**src/rtl/dpbr_pkg.sv**
```systemverilog
package dpbr_pkg;

  // Control pins of one direction, after synchronization.
  typedef struct packed {
    logic le;     // 1 = pass through
    logic dclk;   // data clock level
    logic ce_n;   // clock enable, active low
    logic oe_n;   // output enable, active low
  } dir_ctl_t;

  localparam int CTL_BITS = $bits(dir_ctl_t);
  localparam int NUM_DIRS = 2;
  localparam int DIR_AB   = 0;
  localparam int DIR_BA   = 1;

endpackage

```
**src/rtl/dpbr_sync.sv**
```systemverilog
module dpbr_sync #(
  parameter int W      = 8,
  parameter int STAGES = 2
) (
  input  logic         clk,
  input  logic [W-1:0] d,
  output logic [W-1:0] q
);

  logic [W-1:0] stg [STAGES];

  // The chain carries no reset, so it flushes while rst is held.
  always_ff @(posedge clk) begin
    stg[0] <= d;
    for (int i = 1; i < STAGES; i++) begin
      stg[i] <= stg[i-1];
    end
  end

  assign q = stg[STAGES-1];

endmodule

```
**src/rtl/dpbr_lane.sv**
```systemverilog
module dpbr_lane
  import dpbr_pkg::*;
#(
  parameter int W = 18
) (
  input  logic         clk,
  input  logic         rst,
  input  logic [W-1:0] din,
  input  dir_ctl_t     ctl,
  output logic [W-1:0] dout,
  output logic         drive,
  output logic         edge_seen
);

  logic         dclk_prev;
  logic [W-1:0] store_q;
  logic         drive_q;

  // Priority: pass-through first, then an enabled rising edge, else hold.
  function automatic logic [W-1:0] next_word(
    input logic         le,
    input logic         rise,
    input logic         ce_n,
    input logic [W-1:0] cur,
    input logic [W-1:0] d
  );
    if (le)
      return d;
    else if (rise && !ce_n)
      return d;
    else
      return cur;
  endfunction

  assign edge_seen = ctl.dclk & ~dclk_prev;

  // dclk_prev keeps tracking during reset, so a clock that is already high
  // does not look like a rising edge once reset is released.
  always_ff @(posedge clk) begin
    dclk_prev <= ctl.dclk;
  end

  always_ff @(posedge clk) begin
    if (rst) begin
      store_q <= '0;
      drive_q <= 1'b0;
    end else begin
      store_q <= next_word(ctl.le, edge_seen, ctl.ce_n, store_q, din);
      drive_q <= ~ctl.oe_n;
    end
  end

  assign dout  = store_q;
  assign drive = drive_q;

endmodule

```
**src/rtl/dual_path_bus_reg.sv**
```systemverilog
module dual_path_bus_reg
  import dpbr_pkg::*;
#(
  parameter int W           = 18,
  parameter int SYNC_STAGES = 2
) (
  input  logic         clk,
  input  logic         rst,
  input  logic [W-1:0] a_in,
  input  logic [W-1:0] b_in,
  input  logic         ab_le,
  input  logic         ab_dclk,
  input  logic         ab_ce_n,
  input  logic         ab_oe_n,
  input  logic         ba_le,
  input  logic         ba_dclk,
  input  logic         ba_ce_n,
  input  logic         ba_oe_n,
  output logic [W-1:0] b_out,
  output logic         b_drive,
  output logic [W-1:0] a_out,
  output logic         a_drive
);

  localparam int RAW_BITS = NUM_DIRS * (CTL_BITS + W);

  logic [RAW_BITS-1:0] raw_pins;
  logic [RAW_BITS-1:0] raw_sync;

  dir_ctl_t     ctl_s  [NUM_DIRS];
  logic [W-1:0] din_s  [NUM_DIRS];
  logic [W-1:0] dout_w [NUM_DIRS];
  logic         drv_w  [NUM_DIRS];
  logic         rise_w [NUM_DIRS];

  // Named internal events for the checker.
  logic         ab_le_s, ab_ce_n_s, ab_rise;
  logic         ba_le_s, ba_ce_n_s, ba_rise;
  logic [W-1:0] a_s, b_s;

  assign raw_pins = {ba_le, ba_dclk, ba_ce_n, ba_oe_n,
                     ab_le, ab_dclk, ab_ce_n, ab_oe_n,
                     b_in, a_in};

  dpbr_sync #(.W(RAW_BITS), .STAGES(SYNC_STAGES)) u_sync (
    .clk (clk),
    .d   (raw_pins),
    .q   (raw_sync)
  );

  assign din_s[DIR_AB] = raw_sync[W-1:0];
  assign din_s[DIR_BA] = raw_sync[2*W-1:W];
  assign ctl_s[DIR_AB] = dir_ctl_t'(raw_sync[2*W +: CTL_BITS]);
  assign ctl_s[DIR_BA] = dir_ctl_t'(raw_sync[2*W+CTL_BITS +: CTL_BITS]);

  for (genvar g = 0; g < NUM_DIRS; g++) begin : g_lane
    dpbr_lane #(.W(W)) u_lane (
      .clk       (clk),
      .rst       (rst),
      .din       (din_s[g]),
      .ctl       (ctl_s[g]),
      .dout      (dout_w[g]),
      .drive     (drv_w[g]),
      .edge_seen (rise_w[g])
    );
  end

  assign b_out   = dout_w[DIR_AB];
  assign b_drive = drv_w[DIR_AB];
  assign a_out   = dout_w[DIR_BA];
  assign a_drive = drv_w[DIR_BA];

  assign ab_le_s   = ctl_s[DIR_AB].le;
  assign ab_ce_n_s = ctl_s[DIR_AB].ce_n;
  assign ab_rise   = rise_w[DIR_AB];
  assign ba_le_s   = ctl_s[DIR_BA].le;
  assign ba_ce_n_s = ctl_s[DIR_BA].ce_n;
  assign ba_rise   = rise_w[DIR_BA];
  assign a_s       = din_s[DIR_AB];
  assign b_s       = din_s[DIR_BA];

endmodule

```
**config.mk**
```make
export PLATFORM = sky130hd
export DESIGN_NAME = dual_path_bus_reg
export DESIGN_NICKNAME = d
export VERILOG_FILES = /design/src/rtl/dpbr_pkg.sv /design/src/rtl/dpbr_sync.sv /design/src/rtl/dpbr_lane.sv /design/src/rtl/dual_path_bus_reg.sv
export SDC_FILE = /design/constraint.sdc
export NUM_CORES = 1
export LEC_CHECK = 0
export BUFFER_PORTS_ARGS = -buffer_cell sky130_fd_sc_hd__buf_2
export CAP_MARGIN = 20
export CORE_ASPECT_RATIO = 2
export CORE_MARGIN = 2
export CORE_UTILIZATION = 51
export CTS_BUF_LIST = sky130_fd_sc_hd__clkbuf_16
export DETAILED_ROUTE_END_ITERATION = 10
export GPL_TIMING_DRIVEN = 1
export PLACE_DENSITY = 0.77
export SYNTH_ARGS = -nofsm -noshare
export SYNTH_HDL_FRONTEND = slang
export SYNTH_SLANG_ARGS = --single-unit
```
**constraint.sdc**
```tcl
create_clock -name clk -period 1.55 [get_ports clk]
set_clock_uncertainty 0.2 [all_clocks]
set_input_delay 0.31 -clock clk [delete_from_list [all_inputs] [get_ports clk]]
set_output_delay 0.31 -clock clk [all_outputs]
set_load 0.02 [all_outputs]
```
Word level (Yosys, flattened, before mapping)
Memory sizes are Yosys's and may differ from the RTL's.
Cells that the tools add are included.
{"block": "classes", "eq_ne": 0, "n_bitwise": 6, "n_div": 0, "order_cmp": 0, "n_shift": 0, "mul": 0, "addsub": 0, "mux": 4, "reduce_logical": 6}
{"operator": "two-way mux 18 bit", "n": 4}
{"operator": "inverter 1 bit", "n": 4}
{"operator": "nonzero test 2 bit", "n": 2}
{"operator": "AND 1 bit", "n": 2}
{"operator": "logical AND 1 bit", "n": 2}
{"operator": "logical NOT 1 bit", "n": 2}
{"block": "word_totals", "mem_count": 1, "output_inout_bits": 38, "inputBits": 46, "latchBits": 0, "rom_bits": 0, "ram_bits": 88, "ff_bits": 40}
{"name": "u_sync.stg", "words": 2, "word_bits": 44, "rd": 2, "rd_ports_with_merged_regs": 0, "write_ports": 2, "line": "dpbr_sync.sv:10", "source": "logic [W-1:0] stg [STAGES];"}

Logic depth before layout (Yosys ltp)
{"block": "depth", "word_depth": 5, "ltp_mapped": 5, "ltp_nobuf": 3}

Cells and area by module
From an unflattened synthesis, not the netlist that was laid out.
{"block": "unflattened", "cells_unflattened": 300, "area_unflattened_um2": 3858.7}
{"mod": "dpbr_sync", "area_per_inst_um2": 2092.0, "instances": 1, "seq_area_each_um2": 1761.7, "cells_per_inst": 132}
{"mod": "dpbr_lane", "area_per_inst_um2": 883.3, "instances": 2, "seq_area_each_um2": 400.4, "cells_per_inst": 84}

Worst setup path before layout
Ideal clock, no wire load.
{"block": "synth_timing", "kind": "reg2reg", "startpoint": "memory u_sync.stg[0][86] (netlist name)", "endpoint": "register g_lane[1].u_lane.store_q[10]", "path_stages_with_launch": 5, "setup_ns": 0.072, "t_required_ns": 1.278, "t_arrival_ns": 1.026, "path_slack_ns": 0.252, "period_less_slack_ns": 1.298, "cell_sequence": "dfxtp_1 > nor3b_4 > nor2_4 > buf_8 > mux2i_1"}
{"item": "start: declaration", "line": "dpbr_sync.sv:10"}
{"item": "end signal: assignment", "line": "dpbr_lane.sv:48", "source": "store_q <= next_word(ctl.le, edge_seen, ctl.ce_n, store_q, din);"}
{"item": "end: declaration", "line": "dpbr_lane.sv:16", "source": "logic [W-1:0] store_q;"}

Final worst setup path
{"block": "layout_timing", "startpoint": "register g_lane[0].u_lane.store_q[5]", "endpoint": "output b_out[5]"}
{"item": "start: declaration", "line": "dpbr_lane.sv:16"}
{"item": "start signal: assignment", "line": "dpbr_lane.sv:48"}
{"item": "end: declaration", "line": "dual_path_bus_reg.sv:19", "source": "output logic [W-1:0] b_out,"}
No word-level cell between the ends.

==> reports/results.ini <==
[setup_path]
reg2reg_to = g_lane[1].u_lane.dout[15]
reg2reg_depth = 4
cp_top_family = flip-flops
cp-end-kind = output pin
crit_chain = buf_2
timing_worst_setup_path_type = reg -> out
reg2reg_from = u_sync.stg[0][86]
start_kind = register
cp.depth = 1
critPathMaxFanout = 2
cp.required_ps = 1040
crit_slowest_cell = dfxtp_1
critPathLaunch = g_lane[0].u_lane.dout[5]
cp_num_buf_inv = 1
crit_arrival_ps = 930
rrSetupSlack_ps = 320
cp_slowest_stage_delay_ps = 340

[place]
hpwl_mm = 3.32
place_area_um2 = 4010
gp_congestion = 0.690
portBuffers = 83

[global_routing]
antenna_found_initial = 0
grt_pass1_vias = 2286
track_usage_pct = 18.6
grt.overflow.total = 0
grt_pass1_wl_mm = 10.4
grt_max_degree = 75

[synth]
synth_edf_count = 0
ys_types = 12
synth_ff_type = dfxtp_1
synth.most_common_cell = dfxtp_1
syn-num-nets = 299
avgSynthCellArea_um2 = 13.8
synth_area_leaders = dfxtp_1, nand2b_1, mux2i_1
synth_area_um2 = 3480
ys_ff_latch = 128
async_reset_ff_share_pct = 0
netlist.area_leader.share_pct = 73.5
synthTopCellsByCount = dfxtp_1, nand2b_1, mux2i_1
synth_cells = 253
yosys.area.top_type = dfxtp_1
ys_seq_area_share_pct = 73.5
yosys_warnings = 0

[detailed_routing]
ant_nets = 0
drt_iter0_markers = 86
wl_per_cell_um = 12.6
vias = 2133
wl_mm = 6.22
drc = 0
dr.pass1.iters = 4
viasPerCell = 4.34

[hold_path]
hold_depth = 0
min_to = u_sync.stg[0][67]
hp-start = u_sync.stg[0][23]
hp-class = reg -> reg

[sta]
tightest_slew_ps = 223
relSlewSlack_pct = 85.2
finalCritPeriodShare_pct = 93.2
grt_setup_unrepaired = false
setup_viol = 0
finalHoldViolCount = 0
max_freq_mhz = 693
finalMaxSlewViolations = 0
hold_ws_ps = 124
fin_crit_ps = 1440
setup_tns_ps = 0

[final_layout]
drive_gt1_share_pct = 29.7
fin_area_um2 = 5060
syn2layout_area_growth_pct = 45.2
fin_nets = 437
diodes = 0

[clocking]
tritoncts = yes
post_cts_buffers = 0
cts_sinks = 128
clk_pin_slew_ps = 60
clock-root-buffer = clkbuf_16
cts.htree.levels = 4
clock_latency_ps = 400
cts_buffer_depth = 2
cts_buffers = 17

[power_and_ir_drop]
power_mw = 8.05
p_leak_nw = 2.29
p_per_area_nw_per_um2 = 1590
ir_worst_vdd_v = 0.00134

[outcome]
status = finished, final reports clean

[floorplan]
fp.coreArea_um2 = 6620
initial_core_util_pct = 52.6
die_area_um2 = 7550
dieWidth_um = 62.5
die_y_um = 121
ios = 84
num_rows = 42

[run]
maxCapViolCount = 0

## kinds of logic after synthesis
logic type | Yosys count | synth area share (%)
DFF | 128 | 73.5
and+or+nand+nor | 77 | 14.1
buffers and inverters | 11 | 1.87
AOI/OAI and AO/OA | 1 | 0.143
muxes | 36 | 10.3
## layer usage
metal / track usage, % / wire length [um] / up-vias / part of all wire, %
li1: - / - / 1080 / -
met4: 12.2 / 129 / 0 / 2.1
met2: 31.9 / 3410 / 66 / 55
met1: 18.4 / 2400 / 976 / 39
met5: 0 / 0 / - / 0
met3: 7.14 / 275 / 11 / 4.4
## report_power, final
part	switching [mW]	total [mW]	internal (mW)
clock	1.45	4.00	2.55
combinational	0.230	0.496	0.266
sequential	0.0678	3.55	3.49
## state kept, by name (all words and copies together) (netlist names)
name and flops:
g_lane.u_lane.dclk_prev 2, g_lane.u_lane.drive 2, g_lane.u_lane.dout 36, u_sync.stg 88
## worst max-delay path by stage
stage	endpoint	slack, ps
after floorplan	g_lane[1].u_lane.dout[10]	250
after global placement	g_lane[1].u_lane.dout[14]	370
after detailed placement	g_lane[1].u_lane.dout[0]	310
after CTS	a_out[15]	100
after global routing	b_out[5]	70
final	b_out[5]	110
## metrics by stage
| step | instances | util [%] | setup WS (ps) |
|---|---|---|---|
| after detailed placement | 416 | 60.5 | 314 |
| after global routing | 492 | 76.4 | 70.2 |
| after floorplan | 253 | - | 252 |
| after CTS | 492 | 76.4 | 99.4 |
| final | 492 | 76.4 | 106 |
| after global placement | 416 | 60.5 | 374 |
## final cells by class
class	instances	area, um2
clock buffer	17	425
sequential	128	2560
multi-input combinational	114	861
tap	88	110
clock inverter	15	184
fill	451	1560
timing repair buffer	130	916
## layout by cell type (no fill, tap or decap), drive strengths merged
| cell type | Yosys | layout |
|---|---|---|
| dfxtp | 128 | 128 |
| bufinv | 0 | 3 |
| clkinv | 0 | 5 |
| nand2b | 72 | 72 |
| nor3b | 1 | 1 |
| clkinvlp | 0 | 2 |
| mux2i | 36 | 36 |
| a21oi | 1 | 1 |
| buf | 4 | 86 |
| inv | 0 | 5 |
| dlygate4sd3 | 0 | 44 |
| clkbuf | 7 | 17 |
| nor2 | 4 | 4 |
## timing repair
item | in CTS | in global routing
hold buffers | 44 | 0
resized for setup | 0 | 0
endpoints found under the hold margin | 44 | 0
(Power assumes the default switching activity.)
